===== src/rtl/dll_gate_pkg.sv =====
package dll_gate_pkg;

  // Bits needed to hold values 0..limit inclusive.
  function automatic int unsigned cnt_width(int unsigned limit);
    return (limit < 2) ? 1 : $clog2(limit + 1);
  endfunction

  // Next value of a counter that saturates at limit.
  function automatic int unsigned sat_step(int unsigned cur, int unsigned limit, bit adv);
    if (!adv || cur >= limit) return cur;
    return cur + 1;
  endfunction

endpackage


===== src/rtl/kclk_edge_sync.sv =====
module kclk_edge_sync #(
  parameter int unsigned SYNC_STAGES = 2
) (
  input  logic ref_clk,
  input  logic rst_n,
  input  logic kclk_in,
  output logic k_rise
);
  localparam int unsigned TOP = SYNC_STAGES;

  logic [TOP:0] shift_q;

  always_ff @(posedge ref_clk) begin
    if (!rst_n) shift_q <= '0;
    else        shift_q <= {shift_q[TOP-1:0], kclk_in};
  end

  assign k_rise = shift_q[TOP-1] & ~shift_q[TOP];

  // a rise is a single-cycle event
  p_rise_single_r9: assert property (@(posedge ref_clk) disable iff (!rst_n)
    k_rise |=> !k_rise);
endmodule


===== src/rtl/stall_watch.sv =====
module stall_watch
  import dll_gate_pkg::*;
#(
  parameter int unsigned STOP_TICKS = 30
) (
  input  logic ref_clk,
  input  logic rst_n,
  input  logic k_rise,
  output logic k_stopped
);
  localparam int unsigned W = cnt_width(STOP_TICKS);
  localparam logic [W-1:0] LIMIT = W'(STOP_TICKS);

  logic [W-1:0] gap_q;

  always_ff @(posedge ref_clk) begin
    if (!rst_n)      gap_q <= LIMIT;   // no clock seen yet
    else if (k_rise) gap_q <= '0;
    else             gap_q <= W'(sat_step(int'(gap_q), STOP_TICKS, 1'b1));
  end

  assign k_stopped = (gap_q == LIMIT);

  p_gap_bound_r4: assert property (@(posedge ref_clk) disable iff (!rst_n)
    gap_q <= LIMIT);
  p_rise_clears_stop_r9: assert property (@(posedge ref_clk) disable iff (!rst_n)
    k_rise |=> !k_stopped);
endmodule


===== src/rtl/lock_count.sv =====
module lock_count
  import dll_gate_pkg::*;
#(
  parameter int unsigned LOCK_CYCLES = 2048
) (
  input  logic ref_clk,
  input  logic rst_n,
  input  logic dll_en,
  input  logic k_rise,
  input  logic k_stopped,
  output logic locked
);
  localparam int unsigned W = cnt_width(LOCK_CYCLES);
  localparam logic [W-1:0] LIMIT = W'(LOCK_CYCLES);

  logic [W-1:0] cnt_q;
  logic         run;

  assign run = dll_en & ~k_stopped;

  always_ff @(posedge ref_clk) begin
    if (!rst_n || !run) cnt_q <= '0;
    else                cnt_q <= W'(sat_step(int'(cnt_q), LOCK_CYCLES, k_rise));
  end

  assign locked = (cnt_q == LIMIT);

  p_no_overflow_r2: assert property (@(posedge ref_clk) disable iff (!rst_n)
    cnt_q <= LIMIT);
  p_lock_on_edge_r2: assert property (@(posedge ref_clk) disable iff (!rst_n)
    $rose(locked) |-> $past(k_rise && dll_en));
  p_disable_drops_r3: assert property (@(posedge ref_clk) disable iff (!rst_n)
    !dll_en |=> !locked);
  p_stall_drops_r4: assert property (@(posedge ref_clk) disable iff (!rst_n)
    k_stopped |=> !locked);
endmodule


===== src/rtl/init_timer.sv =====
module init_timer
  import dll_gate_pkg::*;
#(
  parameter int unsigned INIT_TICKS = 20000
) (
  input  logic ref_clk,
  input  logic rst_n,
  input  logic k_stopped,
  output logic init_done
);
  localparam int unsigned W = cnt_width(INIT_TICKS);
  localparam logic [W-1:0] LIMIT = W'(INIT_TICKS);

  logic [W-1:0] tick_q;

  always_ff @(posedge ref_clk) begin
    if (!rst_n) tick_q <= '0;
    else        tick_q <= W'(sat_step(int'(tick_q), INIT_TICKS, !k_stopped));
  end

  assign init_done = (tick_q == LIMIT);

  p_sticky_r7: assert property (@(posedge ref_clk) disable iff (!rst_n)
    init_done |=> init_done);
  p_runs_only_r6: assert property (@(posedge ref_clk) disable iff (!rst_n)
    $rose(init_done) |-> $past(!k_stopped));
endmodule


===== src/rtl/dll_lock_gate.sv =====
module dll_lock_gate #(
  parameter int unsigned LOCK_CYCLES = 2048,
  parameter int unsigned STOP_TICKS  = 30,
  parameter int unsigned INIT_TICKS  = 20000,
  parameter int unsigned SYNC_STAGES = 2
) (
  input  logic ref_clk,
  input  logic rst_n,
  input  logic kclk_in,
  input  logic dll_en,
  output logic cmd_ok,
  output logic locked,
  output logic init_done
);
  logic k_rise;
  logic k_stopped;

  kclk_edge_sync #(.SYNC_STAGES(SYNC_STAGES)) u_sync (
    .ref_clk(ref_clk), .rst_n(rst_n), .kclk_in(kclk_in), .k_rise(k_rise));

  stall_watch #(.STOP_TICKS(STOP_TICKS)) u_stall (
    .ref_clk(ref_clk), .rst_n(rst_n), .k_rise(k_rise), .k_stopped(k_stopped));

  lock_count #(.LOCK_CYCLES(LOCK_CYCLES)) u_lock (
    .ref_clk(ref_clk), .rst_n(rst_n), .dll_en(dll_en), .k_rise(k_rise),
    .k_stopped(k_stopped), .locked(locked));

  init_timer #(.INIT_TICKS(INIT_TICKS)) u_init (
    .ref_clk(ref_clk), .rst_n(rst_n), .k_stopped(k_stopped), .init_done(init_done));

  assign cmd_ok = locked & init_done;

  p_gate_needs_init_r8: assert property (@(posedge ref_clk) disable iff (!rst_n)
    !init_done |-> !cmd_ok);
  p_reset_quiet_r1: assert property (@(posedge ref_clk)
    !rst_n |=> !locked && !init_done);
endmodule


===== config.mk =====
export PLATFORM = sky130hd
export DESIGN_NAME = dll_lock_gate
export DESIGN_NICKNAME = d
export VERILOG_FILES = /design/src/rtl/dll_gate_pkg.sv /design/src/rtl/kclk_edge_sync.sv /design/src/rtl/stall_watch.sv /design/src/rtl/lock_count.sv /design/src/rtl/init_timer.sv /design/src/rtl/dll_lock_gate.sv
export SDC_FILE = /design/constraint.sdc
export NUM_CORES = 1
export LEC_CHECK = 0
export ABC_AREA = 1
export BUFFER_PORTS_ARGS = -buffer_cell sky130_fd_sc_hd__buf_2
export CAP_MARGIN = 10
export CORE_MARGIN = 5
export CORE_UTILIZATION = 47
export CTS_CLUSTER_DIAMETER = 30
export DETAILED_ROUTE_END_ITERATION = 8
export GPL_TIMING_DRIVEN = 0
export PLACE_DENSITY = 0.68
export SYNTH_ARGS = -nofsm -noshare
export SYNTH_HDL_FRONTEND = slang
export SYNTH_SLANG_ARGS = --single-unit

===== constraint.sdc =====
create_clock -name ref_clk -period 2.6 [get_ports ref_clk]
set_clock_uncertainty 0.1 [all_clocks]
set_input_delay 0.26 -clock ref_clk [delete_from_list [all_inputs] [get_ports ref_clk]]
set_output_delay 0.26 -clock ref_clk [all_outputs]
set_load 0.05 [all_outputs]

==> results of run 1 <==
-- power by group --
| group | internal [mW] | leakage, nW | switching, mW | total, mW |
|---|---|---|---|---|
| sequential | 0.580 | 0.284 | 0.0413 | 0.621 |
| combinational | 0.153 | 0.670 | 0.313 | 0.466 |
| clock | 0.242 | 0.0515 | 0.197 | 0.439 |
| total | 0.975 | 1.01 | 0.552 | 1.53 |
-- cell type report --
cell class	count	share of cell area, %
flip-flops and latches	35	31.20
inverters	58	9.694
repair buffers	6	1.337
multi-input cells	224	49.36
well taps	52	2.897
clock buffers	8	4.457
plain buffers	4	1.058
-- sequential cells by signal, summed over array words and instances, names as in the netlist --
signal,cells
u_init.tick_q,15
u_lock.cnt_q,12
u_stall.gap_q,5
u_sync.shift_q,3
-- logic make-up (layout without fill, tap and decap cells) --
logic type | Yosys count | in the layout | share of synthesized area (%)
AOI/OAI and AO/OA | 32 | 32 | 8.481
xor gates and xnor gates | 5 | 5 | 2.135
adders and majority gates | 6 | 6 | 3.661
buffers and inverters | 62 | 76 | 11.77
DFF | 35 | 35 | 34.17
and+or+nand+nor | 181 | 181 | 39.78
-- layout by cell type (no fill, tap or decap) --
cell type	synthesis	final
buf_2	1	7
a21oi_1	18	18
ha_1	6	6
nor3_1	9	9
nor2_4	1	1
inv_2	4	4
clkinv_1	1	1
nor2_1	38	38
nor3_2	1	1
buf_6	1	1
xor2_1	5	5
o22ai_1	1	1
nand4_1	8	8
o21ai_0	9	9
nor2_2	6	6
nor4_1	2	2
o211ai_1	1	1
clkbuf_1	2	3
nand3_1	29	29
a211oi_1	2	2
nand3b_1	2	2
nand2_1	74	74
clkbuf_8	0	7
o211a_1	1	1
nand2_2	11	11
inv_1	53	53
dfxtp_1	35	35
-- layer usage --
metal  global-route usage, %  vias to the layer above
met2                   22.17                       30
met4                   6.294                        0
met3                   3.901                       12
li1                        -                     1037
met5                       0                        -
met1                   21.33                      859
-- metrics by stage --
step	setup WS [ps]	hold slack (ps)
6_report	545.7	58.08
5_1_grt	294.3	85.04
2_1_floorplan	41.87	257.6
3_3_place_gp	812.5	309.2
4_1_cts	532.6	47.34
3_5_place_dp	804.3	306.8
-- final timing paths --
path	start	end	slack (ps)
setup reg to reg	u_stall.gap_q[0]	u_lock.cnt_q[5]	780
setup / recovery	u_init.tick_q[10]	cmd_ok	550
hold reg to reg	u_sync.shift_q[0]	u_sync.shift_q[1]	320
hold / removal	kclk_in	u_sync.shift_q[0]	60
-- worst max-delay path: cells and delay by family (launching register included) --
kind                   cells  cell delay [ps]
buffers and inverters      2              410
DFF                        1              410
and+or+nand+nor            5              580
==> flow_metrics.tcl, run 1 <==
set metrics [dict create \
    synthTopCellsByArea "dfxtp_1 34%, nand2_1 14%, inv_1 9.7%" \
    clk_latency_ps 290 \
    utilization_pct 52.30 \
    critPathRequiredTime_ps 2240 \
    tns_ps 0 \
    core-area_mm2 0.004294 \
    synth_top_cell_by_area "dfxtp_1" \
    drc 0 \
    routedWlPerCell_um 10.98 \
    vias 1938 \
    synth_edf_count 0 \
    worst_pin_slew_ps 414.2 \
    start_util_pct 47.76 \
    cp_common_cell "nand2_1" \
    power_density_mw_per_mm2 679.8 \
    finalWirelength_mm 4.250 \
    cts_tree "yes" \
    dpl_cell_area_mm2 0.002146 \
    multi_input_comb_area_mm2 0.001109 \
    crit_path_start_kind "register" \
    synth_fp_nets 331 \
    slew_violations 0 \
    grt_max_degree 11 \
    ant_nets 0 \
    critical_path_class "reg2out" \
    power_mw 1.527 \
    holdBufCountCts 0 \
    design_area_mm2 0.002246 \
    drt_iter0_drc 108 \
    viasPerCell 5.008 \
    antenna_found_initial 0 \
    hold_viol_final 0 \
    clk_pin_slew_ps 70 \
    yosysTopAreaCellShare_pct 34.17 \
    highest_layer "met4" \
    crit_path_max_fanout 5 \
    die_area_mm2 0.005784 \
    drv_cap 0 \
    syn-instance-count 321 \
    netlist_area_mm2 0.002051 \
    final_cells 387 \
    leakagePower_nw 1.005 \
    syn_avg_cell_area_um2 6.389 \
    cp_slowest_cell "dfxtp_1" \
    firstDrtPassIters 4 \
    fmax_mhz 486.8 \
    worst_hold_path.num_cells 3 \
    path_cells "nand2_1, inv_2, nand2_1, nor2_1, nand2_1, nor4_1, buf_2" \
    num_antenna_cells 0 \
    route.layer.met1.wl_mm 2.166 \
    grtUsageTotal_pct 15.25 \
    seq_area_frac_synth_pct 34.17 \
    post-cts-setup-buffer-count 0 \
    die_w_um 76.06 \
    ios 7 \
    yosysWarnings 0 \
    finalCritPeriodShare_pct 79.01 \
    syn2layout_area_growth_pct 9.518 \
    yosys.cell_count.top_type "nand2_1" \
    reg2regPathDepth 8 \
    relSlewSlack_pct 72.39 \
    grt_pass1_vias 1729 \
    hpwlAfterDp_mm 3.164 \
    fillers 445 \
    port_buffers 6 \
    synth.distinct_cells 26 \
    die_h_um 76.06 \
    worstHoldPathType "in2reg" \
    grt_pass1_wl_mm 7.458 \
    netlist_top_cells_count "74 x nand2_1, 53 x inv_1, 38 x nor2_1" \
    seq_area_um2 700.7 \
    synth_flop_cell "dfxtp_1" \
    status "finished, final reports clean" \
    gp_congestion 0.9078 \
    period_minus_slack_ps 2054 \
    dp_cells 379 \
    cts_buffer_depth 2 \
    peakVddDrop_v 0.0004500 \
    std_cell_rows 24 \
    cts-root-buf "clkbuf_8" \
    yosys_register_bits 35 \
    globalRouteOverflowTotal 0 \
    end_kind "output pin" \
    cts.sinks 35 \
    finalSetupViolations 0 \
    cp.arrival_ps 1690 \
    nNetsFinal 344 \
    met3_length_um 160 \
    cts_resized 0 \
    rsz0062_at_grt "no" \
    wl_met2_mm 1.824 \
    ctsHtreeMaxLevel 2 \
    numCtsBuffers 5 \
    drive_gt1_share_pct 11.34 \
    slowest_delay_ps 410 \
    synth-async-reset-ratio_pct 0 \
]
(Power assumes the default switching activity.)
==> inputs of run 2 (changes only) <==
- ABC_AREA: 1 -> 0
- PLACE_DENSITY: 0.68 -> 0.71
- clock period: 2.6 -> 1.8 ns (I/O delays scaled with it)
==> run 2 against run 1 <==
The run now ends with setup timing left. Sequential power up 42%. Via count down 22%. Combinational power up 22%. Global-route usage down 0.61 points. Utilization up 10 points. Power up 32%. First-iteration DRC count down 18%. Critical path depth down 2. Largest power group unchanged. Highest routed layer unchanged.
==> flow_metrics.tcl, run 2 <==
set metrics [dict create \
    status "finished, violations left" \
    violations "setup timing" \
    relSlewSlack_pct 59.05 \
    critical_path_class "reg2out" \
    antenna_found_initial 0 \
    fin_hold_ws_ps 22.67 \
    grtUsageTotal_pct 14.64 \
    reg_top3 "u_init.tick_q: 15 flops, u_lock.cnt_q: 12 flops, u_stall.gap_q: 5 flops" \
    viasPerCell 5.518 \
    netlist_area_mm2 0.001695 \
    port_buffers 6 \
    yosys_register_bits 35 \
    finalCritPeriodShare_pct 113.4 \
    gp_congestion 0.7929 \
    ctsHtreeMaxLevel 2 \
    hpwlAfterDp_mm 2.266 \
    cts-root-buf "clkbuf_4" \
    critPathRequiredTime_ps 1520 \
    clk_pin_slew_ps 120 \
    crit_path_start_kind "register" \
    numCtsBuffers 5 \
    dpl_cell_area_mm2 0.001799 \
    nNetsFinal 237 \
    power_density_mw_per_mm2 946.5 \
    dp_cells 251 \
    firstDrtPassIters 4 \
    top_register "u_init.tick_q" \
    synth_flop_cell "dfxtp_1" \
    yosys.cell_count.top_type "dfxtp_1" \
    clk_latency_ps 340 \
    final_cell_mix "27 x dfxtp_1, 22 x nor2_1, 14 x buf_4, 14 x nand2_1" \
    yosysTopAreaCellShare_pct 41.33 \
    drt_iter0_drc 89 \
    syn_avg_cell_area_um2 8.519 \
    die_w_um 70.06 \
    slew_violations 0 \
    cts_buffer_depth 2 \
    leakagePower_nw 0.7190 \
    grt_pass1_vias 1369 \
    hold_viol_final 0 \
    drv_cap 0 \
    largest_reg_flops 15 \
    synth_edf_count 0 \
    die_area_mm2 0.004908 \
    peakVddDrop_v 0.0005954 \
    worstHoldPathType "in2reg" \
    num_antenna_cells 0 \
    synthTopCellsByArea "dfxtp_1 41%, nor2_1 5.1%, xnor2_1 4.6%" \
    syn2layout_area_growth_pct 25.90 \
    globalRouteOverflowTotal 0 \
    finalSetupViolations 7 \
    synth.distinct_cells 35 \
    synth_top_cell_by_area "dfxtp_1" \
    yosysWarnings 0 \
    syn-instance-count 199 \
    core-area_mm2 0.003416 \
    rsz0062_at_grt "yes" \
    seq_area_frac_synth_pct 41.33 \
    start_util_pct 49.63 \
    finalWirelength_mm 3.392 \
    drc 0 \
    cp.arrival_ps 1760 \
    drive_gt1_share_pct 27.63 \
    ant_nets 0 \
    ios 7 \
    design_area_mm2 0.002135 \
    synth-async-reset-ratio_pct 0 \
    final_common_cell "dfxtp_1" \
    synth_fp_nets 209 \
    vias 1512 \
    grt_max_degree 13 \
    routedWlPerCell_um 12.38 \
    tns_ps -537.5 \
    grt_pass1_wl_mm 5.885 \
    fillers 313 \
    crit_path_max_fanout 4 \
    std_cell_rows 21 \
    end_kind "output pin" \
    cts.sinks 35 \
    die_h_um 70.06 \
    period_minus_slack_ps 2041 \
    netlist_top_cells_count "35 x dfxtp_1, 23 x nor2_1, 14 x a21oi_1, 14 x nand2_1" \
    cts_tree "yes" \
    fmax_mhz 489.9 \
    final_cells 274 \
    worst_pin_slew_ps 614.2 \
    finalWorstSetupSlack_ps -241.3 \
]
[run 2: cell count changes in the layout (fill, tap and decap cells not counted), moves of 6 or more]
| cell | delta |
|---|---|
| nand2_1 | -60 |
| inv_1 | -48 |
| nand3_1 | -21 |
| nor2_1 | -16 |
| buf_4 | +14 |
| nand2_2 | -11 |
| a21oi_1 | -9 |
| xnor2_1 | +9 |
| dfxtp_1 | -8 |
| clkbuf_8 | -7 |
| nor2_2 | -6 |
[run 2: logic make-up (layout without fill, tap and decap cells)]
kind of cell | count (synthesis) | count (layout) | synth area share (%)
and+or+nand+nor | 93 | 93 | 29.89
AOI/OAI and AO/OA | 37 | 37 | 13.36
DFF | 35 | 35 | 41.33
buffers and inverters | 14 | 43 | 3.616
xor gates and xnor gates | 12 | 12 | 6.200
adders and majority gates | 6 | 6 | 4.428
muxes | 2 | 2 | 1.181
[run 2: what timing repair did]
item                       CTS  global route
resized for setup           12            35
hold endpoints to repair     1             0
pin swaps                    4            12
hold buffers                 1             0
setup endpoints to repair   26            24
buffers inserted             8             6
[run 2: power breakdown]
part,total (mW),internal [mW],switching (mW)
registers,0.881,0.827,0.0536
clock network,0.571,0.292,0.279
logic,0.568,0.285,0.283
total,2.02,1.40,0.615
[run 2: layer usage]
layer / up-vias / routed length (um) / global-route usage [%]
met2: 23 / 1525 / 23.08
met3: 8 / 99 / 4.304
met4: 0 / 53 / 5.745
li1: 771 / - / -
met1: 710 / 1714 / 18.75
met5: - / 0 / 0
[run 2: final timing paths]
check / from / to / slack [ps] / depth (start not counted)
worst max register to register: u_init.tick_q[12] / u_init.tick_q[9] / -30 / 5
worst max-delay path: u_init.tick_q[11] / cmd_ok / -240 / 5
worst min register to register: u_sync.shift_q[0] / u_sync.shift_q[1] / 350 / 1
worst min-delay path: rst_n / u_lock.cnt_q[2] / 20 / 3
[run 2: through the flow]
stage	total power, mW	util, %	setup slack (ps)
after detailed placement	1.297	52.67	-177.2
after global routing	2.154	62.49	-314.0
final	2.020	62.49	-241.3
after global placement	1.289	52.67	-160.1
after floorplan	1.198	-	-37.03
after CTS	2.000	58.06	-266.2
[run 2: worst max-delay path: stages, from the launching register on]
cell     delay [ps]
dfxtp_4         370
nand4_1         160
or4_4           460
nor2_4          140
and2_4          160
buf_8           130
[run 2: cell type report]
cell class,instances,area (um2),share of cell area (%)
Timing Repair Buffer,21,178.9,8.382
Clock inverter,3,43.79,2.052
Inverter,8,32.53,1.524
Tap cell,46,57.56,2.696
Sequential cell,35,718.2,33.65
Buffer,6,35.03,1.641
Clock buffer,5,37.54,1.758
Multi-Input combinational cell,150,1031,48.30
==> inputs of run 3 (changes only) <==
--- a/config.mk
+++ b/config.mk
@@ -16,2 +16,3 @@
 export PLACE_DENSITY = 0.71
+export SLEW_MARGIN = 0
 export SYNTH_ARGS = -nofsm -noshare
--- a/constraint.sdc
+++ b/constraint.sdc
@@ -4,2 +4,2 @@
 set_output_delay 0.18 -clock ref_clk [all_outputs]
-set_load 0.05 [all_outputs]
+set_load 0.1 [all_outputs]
==> run 3 against run 2 <==
The flow still finishes with violations (setup timing). Global-route usage up 1.2 points. Worst setup slack better by 6.6 ps. Routed wire length up 14%. Combinational power up 17%. First-iteration DRC count up 19%. Die area unchanged. Critical path type unchanged.
==> flow_metrics.tcl, run 3 (synthesized netlist as in run 2, its figures left out) <==
set metrics [dict create \
    status "finished, violations left" \
    violations "setup timing" \
    critical_path_class "reg2out" \
    ios 7 \
    cp.arrival_ps 1750 \
    power_density_mw_per_mm2 943.5 \
    rsz0062_at_grt "yes" \
    slew_violations 0 \
    worstHoldPathType "in2reg" \
    reg_top3 "u_init.tick_q: 15 flops, u_lock.cnt_q: 12 flops, u_stall.gap_q: 5 flops" \
    largest_reg_flops 15 \
    grt_pass1_vias 1455 \
    relSlewSlack_pct 66.06 \
    leakagePower_nw 0.7428 \
    die_w_um 70.06 \
    routedWlPerCell_um 13.96 \
    antenna_found_initial 0 \
    final_cell_mix "22 x nor2_1, 22 x dfxtp_1, 14 x nand2_1, 14 x buf_4" \
    numCtsBuffers 5 \
    std_cell_rows 21 \
    finalWorstSetupSlack_ps -234.7 \
    period_minus_slack_ps 2035 \
    die_area_mm2 0.004908 \
    finalCritPeriodShare_pct 113.0 \
    hold_viol_final 0 \
    drt_iter0_drc 106 \
    crit_path_start_kind "register" \
    vias 1534 \
    core-area_mm2 0.003416 \
    ant_nets 0 \
    cts_buffer_depth 2 \
    drv_cap 0 \
    firstDrtPassIters 4 \
    port_buffers 6 \
    cts.sinks 35 \
    clk_pin_slew_ps 100 \
    start_util_pct 49.63 \
    grtUsageTotal_pct 15.87 \
    critPathRequiredTime_ps 1520 \
    fin_hold_ws_ps 76.44 \
    gp_congestion 0.9358 \
    grt_pass1_wl_mm 6.361 \
    worst_pin_slew_ps 507.9 \
    crit_path_max_fanout 3 \
    finalSetupViolations 8 \
    end_kind "output pin" \
    finalWirelength_mm 3.867 \
    syn2layout_area_growth_pct 27.60 \
    globalRouteOverflowTotal 0 \
    top_register "u_init.tick_q" \
    viasPerCell 5.538 \
    nNetsFinal 240 \
    utilization_pct 63.33 \
    cts_tree "yes" \
    ctsHtreeMaxLevel 2 \
    grt_max_degree 11 \
    die_h_um 70.06 \
    clk_latency_ps 340 \
    drc 0 \
    cts-root-buf "clkbuf_4" \
    num_antenna_cells 0 \
    hpwlAfterDp_mm 2.304 \
    drive_gt1_share_pct 27.27 \
    peakVddDrop_v 0.0006830 \
    fmax_mhz 491.5 \
]
[run 3: cell count changes in the layout (fill, tap and decap cells not counted), sizes merged]
cell	before	now
buf	22	24
bufinv	1	0
clkbuf	9	13
clkinv	2	0
[run 3: metal layers]
| layer | track usage, % | share of wire [%] |
|---|---|---|
| met2 | 25.71 | 47 |
| met1 | 19.91 | 46 |
| met5 | 0 | 0 |
| met3 | 3.443 | 4.2 |
| met4 | 7.660 | 2.9 |
[run 3: final timing paths]
| kind | slack, ps | from | to | cells after the start |
|---|---|---|---|---|
| max | -230 | u_init.tick_q[14] | cmd_ok | 5 |
| min | 80 | rst_n | u_lock.cnt_q[3] | 3 |
| max reg2reg | -20 | u_init.tick_q[5] | u_init.tick_q[10] | 5 |
| min reg2reg | 340 | u_sync.shift_q[0] | u_sync.shift_q[1] | 1 |
[run 3: report_power, final]
part | internal, mW | switching [mW] | total, mW | leakage [nW]
clock | 0.230 | 0.266 | 0.496 | 0.0386
combinational | 0.355 | 0.310 | 0.665 | 0.414
sequential | 0.827 | 0.0540 | 0.880 | 0.290
[run 3: cell type report]
type                       instances  area [um2]
buffer                             6       42.54
timing repair buffer              24       237.7
tap                               46       57.56
multi-input combinational        150        1007
inverter                           8       30.03
fill                             297        1252
sequential                        35       719.4
clock buffer                       8       68.82
[run 3: timing repair]
| item | in CTS | in global routing |
|---|---|---|
| hold buffers | 1 | 0 |
| endpoints found under the setup margin | 26 | 27 |
| setup buffers | 14 | 2 |
| cloned | 0 | 1 |
| gates resized for setup | 28 | 20 |
| endpoints found under the hold margin | 1 | 0 |
| pin swaps | 6 | 2 |
[run 3: critical path, cell delays in order (launching register included)]
cell	delay, ps
dfxtp_2	360
nand4_1	160
or4_4	470
nor2_4	110
and2_4	160
buf_12	160
[run 3: stage by stage]
stage	instances	setup WS [ps]	TNS, ps	total power, mW	area, um2
final	277	-234.7	-565.5	2.041	2163
after global routing	277	-281.0	-1358	2.149	2163
after CTS	274	-181.9	-392.8	1.908	2067
after detailed placement	251	-192.4	-1860	1.296	1800
after global placement	251	-153.6	-1083	1.289	1800
after floorplan	199	-382.1	-382.1	1.198	1713
